===== config.mk =====
export PLATFORM = sky130hd
export DESIGN_NAME = irq_entry_seq
export DESIGN_NICKNAME = d
export VERILOG_FILES = /design/src/rtl/irq_entry_pkg.sv /design/src/rtl/irq_arbiter.sv /design/src/rtl/irq_push_seq.sv /design/src/rtl/irq_entry_seq.sv
export SDC_FILE = /design/constraint.sdc
export NUM_CORES = 1
export LEC_CHECK = 0
export BUFFER_PORTS_ARGS = -buffer_cell sky130_fd_sc_hd__buf_2
export CAP_MARGIN = 25
export CELL_PAD_IN_SITES_DETAIL_PLACEMENT = 1
export CELL_PAD_IN_SITES_GLOBAL_PLACEMENT = 2
export CORE_ASPECT_RATIO = 0.9
export CORE_MARGIN = 5
export CORE_UTILIZATION = 28
export CTS_CLUSTER_DIAMETER = 80
export CTS_CLUSTER_SIZE = 14
export DETAILED_ROUTE_END_ITERATION = 10
export HOLD_SLACK_MARGIN = 0.15
export MAX_ROUTING_LAYER = met4
export PLACE_DENSITY_LB_ADDON = 0.1
export SYNTH_ARGS = -nofsm -noshare
export SYNTH_HDL_FRONTEND = slang
export SYNTH_SLANG_ARGS = --single-unit

===== constraint.sdc =====
create_clock -name clk -period 4.5 [get_ports clk]
set_clock_uncertainty 0.2 [all_clocks]
set_input_delay 0.225 -clock clk [delete_from_list [all_inputs] [get_ports clk]]
set_output_delay 0.225 -clock clk [all_outputs]
set_load 0.01 [all_outputs]

===== src/rtl/irq_entry_pkg.sv =====
package irq_entry_pkg;
  typedef enum logic {
    ST_IDLE = 1'b0,
    ST_PUSH = 1'b1
  } seq_state_e;
endpackage


===== src/rtl/irq_arbiter.sv =====
module irq_arbiter #(
  parameter int SRC_W = 8,
  localparam int VEC_W = $clog2(SRC_W + 1)
) (
  input  logic [SRC_W-1:0] pend_i,
  input  logic             rst_req_i,
  input  logic             gie_i,
  input  logic             skip_i,
  input  logic             idle_i,
  output logic             take_o,
  output logic [VEC_W-1:0] vec_o,
  output logic [SRC_W-1:0] clr_o
);
  logic             any_src;
  logic [VEC_W-1:0] low_idx;

  assign any_src = |pend_i;

  // lowest set index: scan downward so the smallest index is written last
  always_comb begin
    low_idx = '0;
    for (int k = SRC_W - 1; k >= 0; k--) begin
      if (pend_i[k]) low_idx = VEC_W'(k);
    end
  end

  always_comb begin
    take_o = idle_i && !skip_i && gie_i && (rst_req_i || any_src);
    vec_o  = '0;
    clr_o  = '0;
    if (take_o && !rst_req_i) begin
      vec_o = low_idx + VEC_W'(1);
      clr_o = SRC_W'(1) << low_idx;
    end
  end
endmodule


===== src/rtl/irq_push_seq.sv =====
module irq_push_seq
  import irq_entry_pkg::*;
#(
  parameter int PC_BYTES = 2,
  localparam int PC_W  = 8 * PC_BYTES,
  localparam int CNT_W = (PC_BYTES > 1) ? $clog2(PC_BYTES) : 1
) (
  input  logic            clk,
  input  logic            rst_n,
  input  logic            start_i,
  input  logic [PC_W-1:0] ret_i,
  input  logic            ready_i,
  output logic            valid_o,
  output logic [7:0]      data_o,
  output logic            step_o,
  output logic            done_o
);
  seq_state_e       state_q;
  logic [CNT_W-1:0] cnt_q;
  logic [PC_W-1:0]  ret_q;

  assign valid_o = (state_q == ST_PUSH);
  assign step_o  = valid_o && ready_i;
  assign done_o  = step_o && (cnt_q == CNT_W'(PC_BYTES - 1));
  assign data_o  = 8'(ret_q >> {cnt_q, 3'b000});

  always_ff @(posedge clk) begin
    if (!rst_n) begin
      state_q <= ST_IDLE;
      cnt_q   <= '0;
      ret_q   <= '0;
    end else if (state_q == ST_IDLE) begin
      if (start_i) begin
        state_q <= ST_PUSH;
        cnt_q   <= '0;
        ret_q   <= ret_i;
      end
    end else if (step_o) begin
      if (done_o) state_q <= ST_IDLE;
      else        cnt_q   <= cnt_q + CNT_W'(1);
    end
  end
endmodule


===== src/rtl/irq_entry_seq.sv =====
module irq_entry_seq #(
  parameter int          SRC_W    = 8,
  parameter int          PC_BYTES = 2,
  parameter bit          LONG_VEC = 1'b1,
  parameter int          SP_W     = 16,
  parameter logic [15:0] SP_INIT  = 16'h08FF,
  localparam int PC_W  = 8 * PC_BYTES,
  localparam int VEC_W = $clog2(SRC_W + 1)
) (
  input  logic             clk,
  input  logic             rst_n,
  input  logic [SRC_W-1:0] pend_i,
  input  logic             rst_req_i,
  input  logic             gie_i,
  input  logic             skip_i,
  input  logic             pc_wr_i,
  input  logic [PC_W-1:0]  pc_wdata_i,
  input  logic             sp_wr_i,
  input  logic [SP_W-1:0]  sp_wdata_i,
  output logic             stk_valid_o,
  input  logic             stk_ready_i,
  output logic [SP_W-1:0]  stk_addr_o,
  output logic [7:0]       stk_data_o,
  output logic [PC_W-1:0]  pc_o,
  output logic [SP_W-1:0]  sp_o,
  output logic             busy_o,
  output logic             gie_clr_o,
  output logic [SRC_W-1:0] pend_clr_o
);
  logic             take;
  logic [VEC_W-1:0] vec_now, vec_q;
  logic [SRC_W-1:0] clr_now;
  logic             step, done;
  logic [SP_W-1:0]  sp_q;
  logic [PC_W-1:0]  pc_q;

  irq_arbiter #(.SRC_W(SRC_W)) u_arb (
    .pend_i   (pend_i),
    .rst_req_i(rst_req_i),
    .gie_i    (gie_i),
    .skip_i   (skip_i),
    .idle_i   (!busy_o),
    .take_o   (take),
    .vec_o    (vec_now),
    .clr_o    (clr_now)
  );

  irq_push_seq #(.PC_BYTES(PC_BYTES)) u_push (
    .clk    (clk),
    .rst_n  (rst_n),
    .start_i(take),
    .ret_i  (pc_q),
    .ready_i(stk_ready_i),
    .valid_o(stk_valid_o),
    .data_o (stk_data_o),
    .step_o (step),
    .done_o (done)
  );

  assign busy_o     = stk_valid_o;
  assign gie_clr_o  = take;
  assign pend_clr_o = clr_now;
  assign stk_addr_o = sp_q;
  assign sp_o       = sp_q;
  assign pc_o       = pc_q;

  always_ff @(posedge clk) begin
    if (!rst_n) begin
      sp_q  <= SP_W'(SP_INIT);
      pc_q  <= '0;
      vec_q <= '0;
    end else begin
      if (take) vec_q <= vec_now;
      if (step) sp_q <= sp_q - SP_W'(1);
      else if (!busy_o && !take && sp_wr_i) sp_q <= sp_wdata_i;
      if (done) pc_q <= PC_W'(vec_q) << (LONG_VEC ? 1 : 0);
      else if (!busy_o && !take && pc_wr_i) pc_q <= pc_wdata_i;
    end
  end
endmodule


==> results.txt <==
----------------------------------------------------
[Finish]
  Post-Layout Inst Area ... between 3000 and 4000 sq um
  Final #Nets ... between 500 and 600
  Area of combinational cells with multiple inputs ... 1419 sq um
  Storage element area ... 1081 sq um
  Core occupancy in the finished layout ... 0.3947
  Proportion of layout cells with a drive suffix above 1 ... 0.2893
  Number of inserted filler cells in the final layout ... 1,218
  Antenna cells ... 0
  Layout Area Growth over Synthesis ... 39.00%

[Route]
  Final routed wire length divided by cell count ... 15.43 um
  Top layer reached by signal wires ... met4
  Number of design-rule violations left by the first detailed-router iteration ... 66
  Number of routed nets with antenna violations ... 0
  Via-to-Cell Ratio ... between 4 and 5
  Remaining design rule violation count ... 0
  Drt total wl ... 9.410 mm
  Met1 wire length ... between 4 and 5 mm
  Number of vias in the routed layout ... 2,874
  Amount of wire on met3 after detailed routing ... 357 um
  First-pass iteration count of the detailed router ... 4
  Total length of routed met2 wires ... 4.407 mm

[Critical path]
  Crit Path Max Fanout ... 28
  Worst R2R Path Depth ... 8
  Arrival time at the worst endpoint ... 3.47 ns
  CP startpoint kind ... primary input
  CP Class ... in -> reg
  Worst setup startpoint ... skip_i
  Type of element capturing the critical path ... register
  Worst reg2reg startpoint ... u_push.valid_o$_SDFF_PN0_
  Required time reported for the critical path endpoint ... about 4.5 ns

[Logic synthesis]
  Async set-or-reset flop fraction in the synthesized netlist ... 0
  Top_reg_cell synth ... sky130_fd_sc_hd__dfxtp_1
  Sequential element share of the synthesized area ... 0.3960
  Dominant cells by area after synthesis ... sky130_fd_sc_hd__dfxtp_1 40%, sky130_fd_sc_hd__nand2_1 12%, sky130_fd_sc_hd__a21oi_1 7.3%, sky130_fd_sc_hd__buf_4 4.9%, sky130_fd_sc_hd__nor2_1 3.6%
  Post-Syn Nets ... 408
  Number of enable flip-flop cells after synthesis ... 0
  Area share of the leading cell type in the synthesized netlist ... 0.3960
  Combined area of all synthesized cells ... 2730 sq um
  Syn avg cell area ... between 7 and 8 sq um
  Most used standard cell by instance count after synthesis ... sky130_fd_sc_hd__nand2_1
  Library cell with the largest summed area after synthesis ... sky130_fd_sc_hd__dfxtp_1
  Register bit total from synthesis ... 54
  Number of synthesis warnings ... 0
  Synth Instances ... 353
  Commonest cells in the netlist ... 87 x sky130_fd_sc_hd__nand2_1, 54 x sky130_fd_sc_hd__dfxtp_1, 40 x sky130_fd_sc_hd__a21oi_1
  Count of different cell masters after synthesis ... 44

[Floorplanning]
  Chip width ... between 100 and 150 um
  Vertical die dimension ... about 100 um
  CORE AREA ... a little under 10,000 sq um
  Number of rows created at floorplan ... 34
  Die area ... between 10,000 and 15,000 sq um
  Initial core utilization ... 0.2840
  Number of placed I/O pins ... around 120

[Placed design]
  Final RePlAce weighted congestion ... 0.7203
  Dpl hpwl ... 6.592 mm
  Post-DP Area ... 3269 sq um
  PortBufs ... 114

[Job]
  MaxCap Viol Count ... 0

[Power]
  Power per cell area ... approximately 280 nW/um^2
  Leak pwr ... between 1.5 and 2 nW
  Max IR drop VDD ... 0.1365 mV
  Total design power ... 1.075 mW

[Run status]
  Status ... finished clean

[STA]
  Fraction of the cycle the final worst path needs ... 0.7696
  Max Fclk ... about 290 MHz
  Fin crit period ... around 3.5 ns
  Setup violation total in the final timing report ... 0
  Setup repair after global routing missed its margin ... no
  Worst slew slack as a fraction of its limit ... 0.4200
  Hold Violations, Final ... 0
  Setup Total Neg Slack ... 0 ns
  Tightest Pin Transition ... 0.8669 ns
  Number of slew-limit violations in the final report ... 0

[Global routing]
  Number of antenna violations at the first check in global routing ... 0
  Largest net degree at the start of global routing ... 29
  Via count of the first global-routing pass ... 3,058
  Global-route wire length before repair ... 15.59 mm
  GRT Resource Usage Total ... 0.1625
  Total congestion overflow ... 0

[CTS]
  Max Root-Sink Buffers ... 2
  Num CTS Buffers ... 5
  Clock-pin slew reported for the worst setup and hold paths after clock tree synthesis ... approximately 0.10 ns
  TritonCTS clock tree ... done
  Total of cells resized after clock tree synthesis ... 0
  Library cell used as clock root buffer ... sky130_fd_sc_hd__clkbuf_8
  Clock tree sinks ... 54
  Worst skew pair latency ... 0.31 ns
  Htree depth ... 2

[Worst hold path]
  Worst hold path startpoint ... rst_req_i
  Min-Delay Path Depth ... 4
  Hold Crit Class ... in -> reg

----------------------------------------------------
## sequential cells by signal, indices dropped and copies added (netlist names)
name,flops
u_push.valid_o,1
u_push.cnt_q,1
u_push.ret_q,16
pc_o,16
vec_q,4
sp_o,16
## area by class of cell
cell class / count / area share
multi-input combinational: 256 / 0.3739
sequential: 54 / 0.2849
clock buffer: 6 / 0.01912
tap: 126 / 0.04154
inverter: 9 / 0.008902
clock inverter: 2 / 0.009891
timing repair buffer: 157 / 0.2618
## metal layers
layer,up-vias,GRT usage
met5,-,-
met4,0,0.02799
met3,4,0.02157
met2,62,0.2655
met1,1346,0.2174
li1,1462,-
## cell families after synthesis
logic type / share of synthesized area
compound gates: 0.1787
xor+xnor: 0.01283
fa+ha+maj: 0.03208
buf+inv: 0.08433
flops: 0.3960
mux: 0.03300
simple gates: 0.2631
## path summary, 6_finish.rpt
kind                            slack, ns                      endpoint
worst max-delay path                 1.04          sp_o[2]$_SDFFE_PN1P_
worst min-delay path                 0.14         vec_q[3]$_SDFFE_PN0P_
worst max register to register       1.10          sp_o[2]$_SDFFE_PN1P_
worst min register to register       0.26  u_push.ret_q[1]$_SDFFE_PN0P_
## cells in the final DEF, fill, tap and decap left out, types with 2 or more instances in the layout
cell                            count
sky130_fd_sc_hd__dfxtp_1           54
sky130_fd_sc_hd__nand4_1            5
sky130_fd_sc_hd__dlygate4sd3_1     41
sky130_fd_sc_hd__or4_4              4
sky130_fd_sc_hd__a21oi_1           40
sky130_fd_sc_hd__inv_2              2
sky130_fd_sc_hd__buf_2            114
sky130_fd_sc_hd__xnor2_1            3
sky130_fd_sc_hd__nand2b_1           4
sky130_fd_sc_hd__nor2_1            26
sky130_fd_sc_hd__o21ai_0           15
sky130_fd_sc_hd__nor3_1             5
sky130_fd_sc_hd__or4_1              2
sky130_fd_sc_hd__mux2_2             8
sky130_fd_sc_hd__o221ai_1           2
sky130_fd_sc_hd__nand3_1            4
sky130_fd_sc_hd__and2_1             2
sky130_fd_sc_hd__nor2b_1            3
sky130_fd_sc_hd__ha_1               7
sky130_fd_sc_hd__nand3b_1           3
sky130_fd_sc_hd__nor3b_1            3
sky130_fd_sc_hd__clkbuf_8           5
sky130_fd_sc_hd__o21ai_1            2
sky130_fd_sc_hd__o2111ai_1          2
sky130_fd_sc_hd__nand2_1           87
sky130_fd_sc_hd__inv_1              7
sky130_fd_sc_hd__a31oi_1            9
sky130_fd_sc_hd__nor4_1             4
## report_power, final
| part | total [mW] | switching, mW | internal [mW] |
|---|---|---|---|
| Sequential | 0.533 | 0.0300 | 0.503 |
| Combinational | 0.212 | 0.115 | 0.0974 |
| Clock | 0.330 | 0.164 | 0.166 |
## critical path, stage by stage
cell and delay, ns:
sky130_fd_sc_hd__dlygate4sd3_1 0.53, sky130_fd_sc_hd__buf_2 0.12, sky130_fd_sc_hd__nor3b_1 0.60, sky130_fd_sc_hd__o31ai_4 0.14
sky130_fd_sc_hd__buf_4 0.26, sky130_fd_sc_hd__inv_2 0.38, sky130_fd_sc_hd__nor2_1 0.33, sky130_fd_sc_hd__nand2_1 0.14
sky130_fd_sc_hd__o2111ai_1 0.12, sky130_fd_sc_hd__dlygate4sd3_1 0.59
## through the flow
stage	instances	setup slack (ns)	hold slack (ns)
2_1_floorplan	353	2.108	0.1431
3_3_place_gp	560	1.421	0.2412
3_5_place_dp	560	1.354	0.2401
4_1_cts	609	1.019	0.1501
5_1_grt	610	0.7980	0.1837
6_report	610	1.037	0.1417
## repair_timing
| action | in CTS | in global routing |
|---|---|---|
| endpoints found under the setup margin | 0 | 0 |
| hold buffers | 41 | 0 |
| buffers inserted | 0 | 0 |
| hold endpoints to repair | 33 | 0 |
No activity file was read; power rests on OpenSTA's default activity.
